**config.mk**
```make
export PLATFORM = sky130hd
export DESIGN_NAME = acc_seq_cpu
export DESIGN_NICKNAME = d
export VERILOG_FILES = /design/src/rtl/acc_cpu_pkg.sv /design/src/rtl/acc_alu.sv /design/src/rtl/acc_seq.sv /design/src/rtl/acc_regs.sv /design/src/rtl/acc_seq_cpu.sv
export SDC_FILE = /design/constraint.sdc
export NUM_CORES = 1
export LEC_CHECK = 0
export BUFFER_PORTS_ARGS = -buffer_cell sky130_fd_sc_hd__clkbuf_2
export CAP_MARGIN = 5
export CORE_ASPECT_RATIO = 0.6
export CORE_UTILIZATION = 55
export CTS_CLUSTER_DIAMETER = 200
export CTS_CLUSTER_SIZE = 16
export DETAILED_ROUTE_END_ITERATION = 7
export PLACE_DENSITY_LB_ADDON = 0.2
export SETUP_SLACK_MARGIN = 0.15
export SYNTH_ARGS = -nofsm -noshare
export SYNTH_HDL_FRONTEND = slang
export SYNTH_HIERARCHICAL = 1
export SYNTH_SLANG_ARGS = --single-unit
```
**constraint.sdc**
```tcl
create_clock -name clk -period 5.5 [get_ports clk]
set_input_delay 0.825 -clock clk [delete_from_list [all_inputs] [get_ports clk]]
set_output_delay 0.825 -clock clk [all_outputs]
set_load 0.01 [all_outputs]
```
**src/rtl/acc_cpu_pkg.sv**
```systemverilog
// Shared types for the accumulator processor: ALU operation codes,
// first-operand source select, sequencer steps and the control word.
package acc_cpu_pkg;

    typedef enum logic [2:0] {
        FN_ADD  = 3'b000,
        FN_PASS = 3'b001,
        FN_INC  = 3'b010,
        FN_SHL  = 3'b011,
        FN_SUB  = 3'b100,
        FN_NOT  = 3'b101,
        FN_DEC  = 3'b110,
        FN_SHR  = 3'b111
    } alu_fn_e;

    typedef enum logic [1:0] {
        SRC_NONE = 2'd0,
        SRC_PC   = 2'd1,
        SRC_MBR  = 2'd2,
        SRC_ACC  = 2'd3
    } src_e;

    typedef enum logic [3:0] {
        S_F_MAR = 4'd0,
        S_F_INC = 4'd1,
        S_F_RD  = 4'd2,
        S_F_MBR = 4'd3,
        S_F_IR  = 4'd4,
        S_A_MAR = 4'd5,
        S_A_INC = 4'd6,
        S_A_RD  = 4'd7,
        S_A_MBR = 4'd8,
        S_A_MOV = 4'd9,
        S_X_RD  = 4'd10,
        S_X_MBR = 4'd11,
        S_X_ADD = 4'd12,
        S_HALT  = 4'd13
    } step_e;

    typedef struct packed {
        src_e    a_src;
        alu_fn_e fn;
        logic    ld_mar;
        logic    ld_pc;
        logic    ld_mbr;
        logic    ld_ir;
        logic    ld_acc;
        logic    mem_en;
        logic    mem_we;
    } ctrl_t;

endpackage

```
**src/rtl/acc_alu.sv**
```systemverilog
// Eight-operation ALU. Purely combinational.
// Assumes W >= 1. Every result is truncated to W bits, and the shifts bring in zeros.
module acc_alu
    import acc_cpu_pkg::*;
#(
    parameter int W = 16
) (
    input  logic [W-1:0] a,
    input  logic [W-1:0] b,
    input  alu_fn_e      fn,
    output logic [W-1:0] c
);

    localparam logic [W-1:0] ONE = W'(1);

    // Select the result for the requested operation code.
    always_comb begin
        unique case (fn)
            FN_ADD:  c = a + b;
            FN_PASS: c = a;
            FN_INC:  c = a + ONE;
            FN_SHL:  c = a << 1;
            FN_SUB:  c = a - b;
            FN_NOT:  c = ~a;
            FN_DEC:  c = a - ONE;
            FN_SHR:  c = a >> 1;
            default: c = a;
        endcase
    end

endmodule

```
**src/rtl/acc_seq.sv**
```systemverilog
// Hardwired step sequencer. It issues one control word per clock.
// The opcode is checked in the first operand step. Any value other than
// OP_ADD sends the sequencer to a terminal halt step, which only reset leaves.
module acc_seq
    import acc_cpu_pkg::*;
#(
    parameter int          DATA_W = 16,
    parameter logic [DATA_W-1:0] OP_ADD = DATA_W'(1)
) (
    input  logic              clk,
    input  logic              rst_n,
    input  logic [DATA_W-1:0] ir,
    output ctrl_t             ctrl,
    output logic              halted
);

    step_e step_q;
    step_e step_d;

    // Advance the step register; reset returns to the first fetch step.
    always_ff @(posedge clk) begin
        if (!rst_n) step_q <= S_F_MAR;
        else        step_q <= step_d;
    end

    // Decode the current step into strobes and the next step.
    always_comb begin
        ctrl.a_src  = SRC_NONE;
        ctrl.fn     = FN_PASS;
        ctrl.ld_mar = 1'b0;
        ctrl.ld_pc  = 1'b0;
        ctrl.ld_mbr = 1'b0;
        ctrl.ld_ir  = 1'b0;
        ctrl.ld_acc = 1'b0;
        ctrl.mem_en = 1'b0;
        ctrl.mem_we = 1'b0;
        step_d      = step_q;
        unique case (step_q)
            S_F_MAR: begin
                ctrl.a_src  = SRC_PC;
                ctrl.ld_mar = 1'b1;
                step_d      = S_F_INC;
            end
            S_F_INC: begin
                ctrl.a_src = SRC_PC;
                ctrl.fn    = FN_INC;
                ctrl.ld_pc = 1'b1;
                step_d     = S_F_RD;
            end
            S_F_RD: begin
                ctrl.mem_en = 1'b1;
                step_d      = S_F_MBR;
            end
            S_F_MBR: begin
                ctrl.ld_mbr = 1'b1;
                step_d      = S_F_IR;
            end
            S_F_IR: begin
                ctrl.a_src = SRC_MBR;
                ctrl.ld_ir = 1'b1;
                step_d     = S_A_MAR;
            end
            S_A_MAR: begin
                if (ir == OP_ADD) begin
                    ctrl.a_src  = SRC_PC;
                    ctrl.ld_mar = 1'b1;
                    step_d      = S_A_INC;
                end else begin
                    step_d = S_HALT;
                end
            end
            S_A_INC: begin
                ctrl.a_src = SRC_PC;
                ctrl.fn    = FN_INC;
                ctrl.ld_pc = 1'b1;
                step_d     = S_A_RD;
            end
            S_A_RD: begin
                ctrl.mem_en = 1'b1;
                step_d      = S_A_MBR;
            end
            S_A_MBR: begin
                ctrl.ld_mbr = 1'b1;
                step_d      = S_A_MOV;
            end
            S_A_MOV: begin
                ctrl.a_src  = SRC_MBR;
                ctrl.ld_mar = 1'b1;
                step_d      = S_X_RD;
            end
            S_X_RD: begin
                ctrl.mem_en = 1'b1;
                step_d      = S_X_MBR;
            end
            S_X_MBR: begin
                ctrl.ld_mbr = 1'b1;
                step_d      = S_X_ADD;
            end
            S_X_ADD: begin
                ctrl.a_src  = SRC_ACC;
                ctrl.fn     = FN_ADD;
                ctrl.ld_acc = 1'b1;
                step_d      = S_F_MAR;
            end
            default: step_d = S_HALT;
        endcase
    end

    assign halted = (step_q == S_HALT);

endmodule

```
**src/rtl/acc_regs.sv**
```systemverilog
// Register file of the processor: PC, MAR, MBR, IR and ACC, plus the mux
// that chooses the first ALU operand. Every register except MBR loads
// from the ALU output; MBR loads from memory read data.
// Assumes DATA_W >= ADDR_W, so the address registers take the low bits.
module acc_regs
    import acc_cpu_pkg::*;
#(
    parameter int DATA_W = 16,
    parameter int ADDR_W = 8
) (
    input  logic              clk,
    input  logic              rst_n,
    input  ctrl_t             ctrl,
    input  logic [DATA_W-1:0] alu_c,
    input  logic [DATA_W-1:0] mem_rdata,
    output logic [DATA_W-1:0] a_bus,
    output logic [ADDR_W-1:0] pc_q,
    output logic [ADDR_W-1:0] mar_q,
    output logic [DATA_W-1:0] mbr_q,
    output logic [DATA_W-1:0] ir_q,
    output logic [DATA_W-1:0] acc_q
);

    // Drive the first ALU operand from the selected register.
    always_comb begin
        unique case (ctrl.a_src)
            SRC_PC:  a_bus = DATA_W'(pc_q);
            SRC_MBR: a_bus = mbr_q;
            SRC_ACC: a_bus = acc_q;
            default: a_bus = '0;
        endcase
    end

    // Load the address registers from the ALU result under their strobes.
    always_ff @(posedge clk) begin
        if (!rst_n) begin
            pc_q  <= '0;
            mar_q <= '0;
        end else begin
            if (ctrl.ld_pc)  pc_q  <= alu_c[ADDR_W-1:0];
            if (ctrl.ld_mar) mar_q <= alu_c[ADDR_W-1:0];
        end
    end

    // Load the data registers: MBR from memory, IR and ACC from the ALU.
    always_ff @(posedge clk) begin
        if (!rst_n) begin
            mbr_q <= '0;
            ir_q  <= '0;
            acc_q <= '0;
        end else begin
            if (ctrl.ld_mbr) mbr_q <= mem_rdata;
            if (ctrl.ld_ir)  ir_q  <= alu_c;
            if (ctrl.ld_acc) acc_q <= alu_c;
        end
    end

endmodule

```
**src/rtl/acc_seq_cpu.sv**
```systemverilog
// Top level of the accumulator processor. Connects the sequencer, the
// register file and the ALU. The memory is external and synchronous:
// read data arrives on the cycle after mem_en.
module acc_seq_cpu
    import acc_cpu_pkg::*;
#(
    parameter int                DATA_W = 16,
    parameter int                ADDR_W = 8,
    parameter logic [DATA_W-1:0] OP_ADD = DATA_W'(1)
) (
    input  logic              clk,
    input  logic              rst_n,
    output logic              mem_en,
    output logic              mem_we,
    output logic [ADDR_W-1:0] mem_addr,
    output logic [DATA_W-1:0] mem_wdata,
    input  logic [DATA_W-1:0] mem_rdata,
    output logic [DATA_W-1:0] acc,
    output logic              halted
);

    ctrl_t             ctrl;
    logic [DATA_W-1:0] a_bus;
    logic [DATA_W-1:0] alu_c;
    logic [ADDR_W-1:0] pc_q;
    logic [ADDR_W-1:0] mar_q;
    logic [DATA_W-1:0] mbr_q;
    logic [DATA_W-1:0] ir_q;
    logic [DATA_W-1:0] acc_q;

    acc_seq #(.DATA_W(DATA_W), .OP_ADD(OP_ADD)) i_seq (
        .clk    (clk),
        .rst_n  (rst_n),
        .ir     (ir_q),
        .ctrl   (ctrl),
        .halted (halted)
    );

    acc_regs #(.DATA_W(DATA_W), .ADDR_W(ADDR_W)) i_regs (
        .clk       (clk),
        .rst_n     (rst_n),
        .ctrl      (ctrl),
        .alu_c     (alu_c),
        .mem_rdata (mem_rdata),
        .a_bus     (a_bus),
        .pc_q      (pc_q),
        .mar_q     (mar_q),
        .mbr_q     (mbr_q),
        .ir_q      (ir_q),
        .acc_q     (acc_q)
    );

    acc_alu #(.W(DATA_W)) i_alu (
        .a  (a_bus),
        .b  (mbr_q),
        .fn (ctrl.fn),
        .c  (alu_c)
    );

    assign mem_en    = ctrl.mem_en;
    assign mem_we    = ctrl.mem_we;
    assign mem_addr  = mar_q;
    assign mem_wdata = mbr_q;
    assign acc       = acc_q;

endmodule

```
# Word-level counts from Yosys, hierarchy flattened
# Cells that the tools add are included.
[totals] regBits=68 in_bits=18 output_inout_bits=43 elab_cells=57
[classes] add_sub_neg=4 eq_ne=24 muxes=14 bitwise=1 reduce_logical=8
[op_table] op="$pmux W16 S8" n=1
[op_table] op="$pmux W4 S13" n=1
[op_table] op="$pmux W16 S3" n=1
[op_table] op="$eq A4 B4 Y1 const B" n=6
[op_table] op="$add A16 B1 Y16 const B" n=1
[op_table] op="$add A16 B16 Y16" n=1
[op_table] op="$eq A16 B1 Y1 const B" n=1
[op_table] op="$eq A4 B3 Y1 const B" n=4
[op_table] op="$not A16 Y16" n=1
[op_table] op="$sub A16 B1 Y16 const B" n=1
[op_table] op="$sub A16 B16 Y16" n=1
[op_table] op="$eq A2 B3 Y1 const B" n=4
[op_table] op="$reduce_or A3 Y1" n=3
[op_table] op="$eq A2 B2 Y1 const B" n=4
[op_table] op="$eq A4 B2 Y1 const B" n=2
[op_table] op="$pmux W2 S4" n=1
[op_table] op="$mux W1" n=7
[op_table] op="$reduce_or A2 Y1" n=3
[op_table] op="$eq A2 B1 Y1 const B" n=2
[op_table] op="$eq A4 B1 Y1 const B" n=1
[op_table] op="$logic_not A4 Y1" n=1
[op_table] op="$mux W4" n=1
[op_table] op="$pmux W2 S2" n=1
[op_table] op="$logic_not A3 Y1" n=1
[op_table] op="$pmux W1 S2" n=1

# Depth between registers and ports, before layout
[logic_depth] word_depth=7 ltp_mapped=19 depth_no_buf=17

# Hierarchy
# Netlist, hierarchy kept.
[modules_own_cells] mod="acc_regs" n_inst=1 cells_per_inst=245 area_each_um2=2752.6 seq_area_each_um2=1281.2
[modules_own_cells] mod="acc_alu" n_inst=1 cells_per_inst=290 area_each_um2=1980.6 seq_area_each_um2=0.0
[modules_own_cells] mod="acc_seq" n_inst=1 cells_per_inst=59 area_each_um2=474.2 seq_area_each_um2=80.1

# Least setup slack after synthesis
# Ideal clock, no wire load.
[synth_path] path_kind="register to register" start="register i_regs.mbr_q[4]" end="register i_regs.acc_q[15]" setup_time_ns=0.065 arrival_ns=3.967 required_time_ns=5.435 setup_slack_ns=1.468 path_stages_with_launch=18 n_path_buf=2 period_less_slack_ns=4.032 path_cell_list="dfxtp_1 or4_1 buf_2 or3_1 buf_2 or4_4 nor2_4 xnor2_1 a2111oi_2 ha_1 a21o_1 a21o_1 a21oi_1 and2_1 a221oi_1 o31ai_1 mux2i_1 nor2b_1"
[synth_via] elab_chain_cells=3 word_cells_on_any_way=6 classes_between="add/sub: 4; mux: 2"
[synth_rtl] item="start: declaration" line="acc_regs.sv:19" source="output logic [DATA_W-1:0] mbr_q,"
[synth_rtl] item="start signal: assignment" line="acc_regs.sv:52" source="if (ctrl.ld_mbr) mbr_q <= mem_rdata;"
[synth_rtl] item="$pmux W16 S3" line="acc_regs.sv:26" source="unique case (ctrl.a_src)"
[synth_rtl] item="$sub A16 B1 Y16, or another cell as far along" line="acc_alu.sv:25" source="FN_DEC: c = a - ONE;"
[synth_rtl] item="$pmux W16 S8 (*)" line="acc_alu.sv:18" source="unique case (fn)"
[synth_rtl] item="named net alu_c[15]" line="acc_seq_cpu.sv:24" source="logic [DATA_W-1:0] alu_c;"
[synth_rtl] item="end signal: assignment" line="acc_regs.sv:54" source="if (ctrl.ld_acc) acc_q <= alu_c;"
[synth_rtl] item="end: declaration" line="acc_regs.sv:21" source="output logic [DATA_W-1:0] acc_q"
# The timed path passes the listed nets; every way through them passes the cells marked *.
# A chain may end at the register's enable or synchronous reset.

==> results.toml <==
[placed_design]
place_congestion = 1.00
dpl-instance-area_sq_um = 5500
numPortBuffers = 59
dp_cells = 744
hpwlAfterDp_um = 9990

[clock_tree]
cts.reportedPaths.clkPinSlew_ns = 0.06
cts_resized = 0
ctsLongestPathBuffers = 2
cts_tree = "built"
post-cts-setup-buffers = 0
insertion_delay_ns = 0.34
cts-htree-levels = 3
cts_buffers = 9
numClockSinks = 68
ctsHoldBuffers = 0
clock-root-buffer = "clkbuf_16"

[layout]
finalNonFillerCells = 760
final_common_cell = "mux2i_1"
seqCellArea_sq_um = 1360
antenna_cells = 0
final_area_sq_um = 5810
area_delta_synth_final_pct = 11.5
mostFrequentLayoutCells = "mux2i_1, nor2b_1, dfxtp_1, clkbuf_2, nand2_1"
final_nets = 660
fill_cells = 797
drive_gt1_share_pct = 18.7
multi_input_area_sq_um = 3570
final_util_pct = 63.2

[synthesis]
syn_area_sq_um = 5210
syn_avg_cell_area_sq_um = 8.77
ys_types = 72
synth_edf_count = 0
async_flop_share_pct = 0
synth_top_area_share_pct = 26.1
synth_warnings = 6
yosysTopAreaCell = "dfxtp_1"
ys_top_cells_by_area = "dfxtp_1, mux2i_1, nor2b_1"
seq_area_frac_synth_pct = 26.1
ys_ff_latch = 68
synthCells = 594
synth_top_flop_cell = "dfxtp_1"

[routing]
final_antenna_net_count = 0
post-route-drc-count = 0
drt_pass1_iterations = 5
viasPerCell = 6.06
wl_um = 13900
wl_per_cell_um = 18.3
drtIter0Drc = 566
vias = 4602

[timing]
finalHoldViolCount = 0
final_max_slew_viol_count = 0
setup-violations-final = 0
fmax_mhz = 202
slew_headroom_pct = 26.2
min_period_ns = 4.96
clock_skew_ns = 0.00701
tightestPinTransition_ns = 1.11
rsz0062_at_grt = "false"
final.period_utilization_pct = 90.2
tns_ns = 0

[critical_path]
cp.arrival_ns = 5.23
worst-setup-path-type = "reg -> reg"
cp-start-kind = "flop"
crit_path_end_kind = "flop"
required_ns = 5.77
cp_max_fo = 22

[power]
p_per_area_nw_per_um2 = 399
power_leakage_nw = 2.35
power_w = 0.00232
max-vdd-ir-drop_v = 0.000196

[min_path]
hp-class = "reg -> reg"

[die]
rows = 27
core_sq_um = 9190
dieArea_sq_um = 9870
die_x_um = 128
boundaryPins = 61
die_h_um = 77.4
initial_core_util_pct = 56.7

[global_route]
grt_pass1_wl_um = 22100
grt_usage_pct = 28.8
antenna_found_initial = 0
grt_max_degree = 69
grt_remaining_overflow = 0
grt_pass1_vias = 4072

[status]
status = "finished clean"

[flow_run]
cap_violations = 0
## through the flow
stage	hold WS, ns	setup slack [ns]
6_report	0.515	0.541
5_1_grt	0.539	0.256
4_1_cts	0.523	0.660
3_5_place_dp	0.505	0.694
3_3_place_gp	0.497	0.724
2_1_floorplan	0.474	1.47
## area by class of cell
cell class | count | area share (%)
clock inverter | 6 | 1.23
sequential | 68 | 23.4
inverter | 12 | 0.776
clock buffer | 10 | 4.11
tap | 130 | 2.80
multi-input combinational | 466 | 61.4
timing repair buffer | 68 | 6.25
## critical path, cell delays in order, from the launching register on
cell and delay [ns]:
dfxtp_1 0.70, or3b_4 0.25, a21oi_2 0.05, buf_4 0.21
nor2_2 0.15, buf_4 0.27, nor2_1 0.13, o311ai_0 0.83
ha_1 0.42, a21o_1 0.21, o311a_1 0.39, o2111ai_1 0.23
mux2_2 0.36, a221oi_1 0.40, mux2i_1 0.15, nor2b_1 0.13
## cells by family after synthesis
kind of cell | after synthesis | synth area share, %
simple gates | 193 | 22.4
compound gates | 128 | 17.3
mux | 95 | 18.6
flops | 68 | 26.1
buf+inv | 61 | 6.01
xor+xnor | 31 | 5.21
fa+ha+maj | 17 | 4.23
other cells | 1 | 0.0720
## final timing paths
check	start	slack, ns	end	cells after the start
setup / recovery	i_seq/step_q[1]	0.54	i_regs/ir_q[13]	15
setup reg to reg	i_seq/step_q[1]	0.54	i_regs/ir_q[13]	15
hold reg to reg	i_regs/mar_q[6]	0.51	i_regs/mar_q[6]	2
hold / removal	i_regs/mar_q[6]	0.51	i_regs/mar_q[6]	2
## sequential cells by signal (all words and copies together) (netlist names)
| name | cells |
|---|---|
| i_seq/step_q | 4 |
| i_regs/ir_q | 16 |
| i_regs/acc_q | 16 |
| i_regs/pc_q | 8 |
| i_regs/mbr_q | 16 |
| i_regs/mar_q | 8 |
## power breakdown
part           total (W)  internal (W)  switching (W)  leakage (nW)
Sequential      0.000597      0.000540      0.0000574         0.551
Combinational    0.00113      0.000462       0.000664          1.66
Clock           0.000593      0.000366       0.000227         0.145
Total            0.00232       0.00137       0.000948          2.35
## synthesized netlist by cell type, types with 3 or more instances
cell	count
nand2b_1	10
or2_2	3
or4_1	3
o311ai_0	4
xnor2_1	8
nand2_1	31
nor4_2	3
mux2i_1	85
and3_1	3
clkbuf_1	20
nand3_1	4
buf_4	9
dfxtp_1	68
ha_1	16
a31oi_1	6
buf_1	7
nor3_1	9
a21o_1	8
o31ai_1	9
a21oi_1	30
nor2b_1	80
a22o_1	8
mux2_2	8
nor3b_1	4
a2111oi_0	3
nor4_1	3
buf_2	8
o211a_1	3
o21ai_0	17
o211ai_1	16
buf_6	3
inv_1	11
xor2_1	23
or3_1	5
nor2_1	19
## metal layers
| layer | track usage, % | up-vias | share of wire, % |
|---|---|---|---|
| met4 | 6.00 | 0 | 0.87 |
| met2 | 38.3 | 206 | 39 |
| li1 | - | 2196 | - |
| met3 | 7.59 | 13 | 10 |
| met5 | 0 | - | 0 |
| met1 | 45.2 | 2187 | 50 |
(Power assumes the default switching activity.)
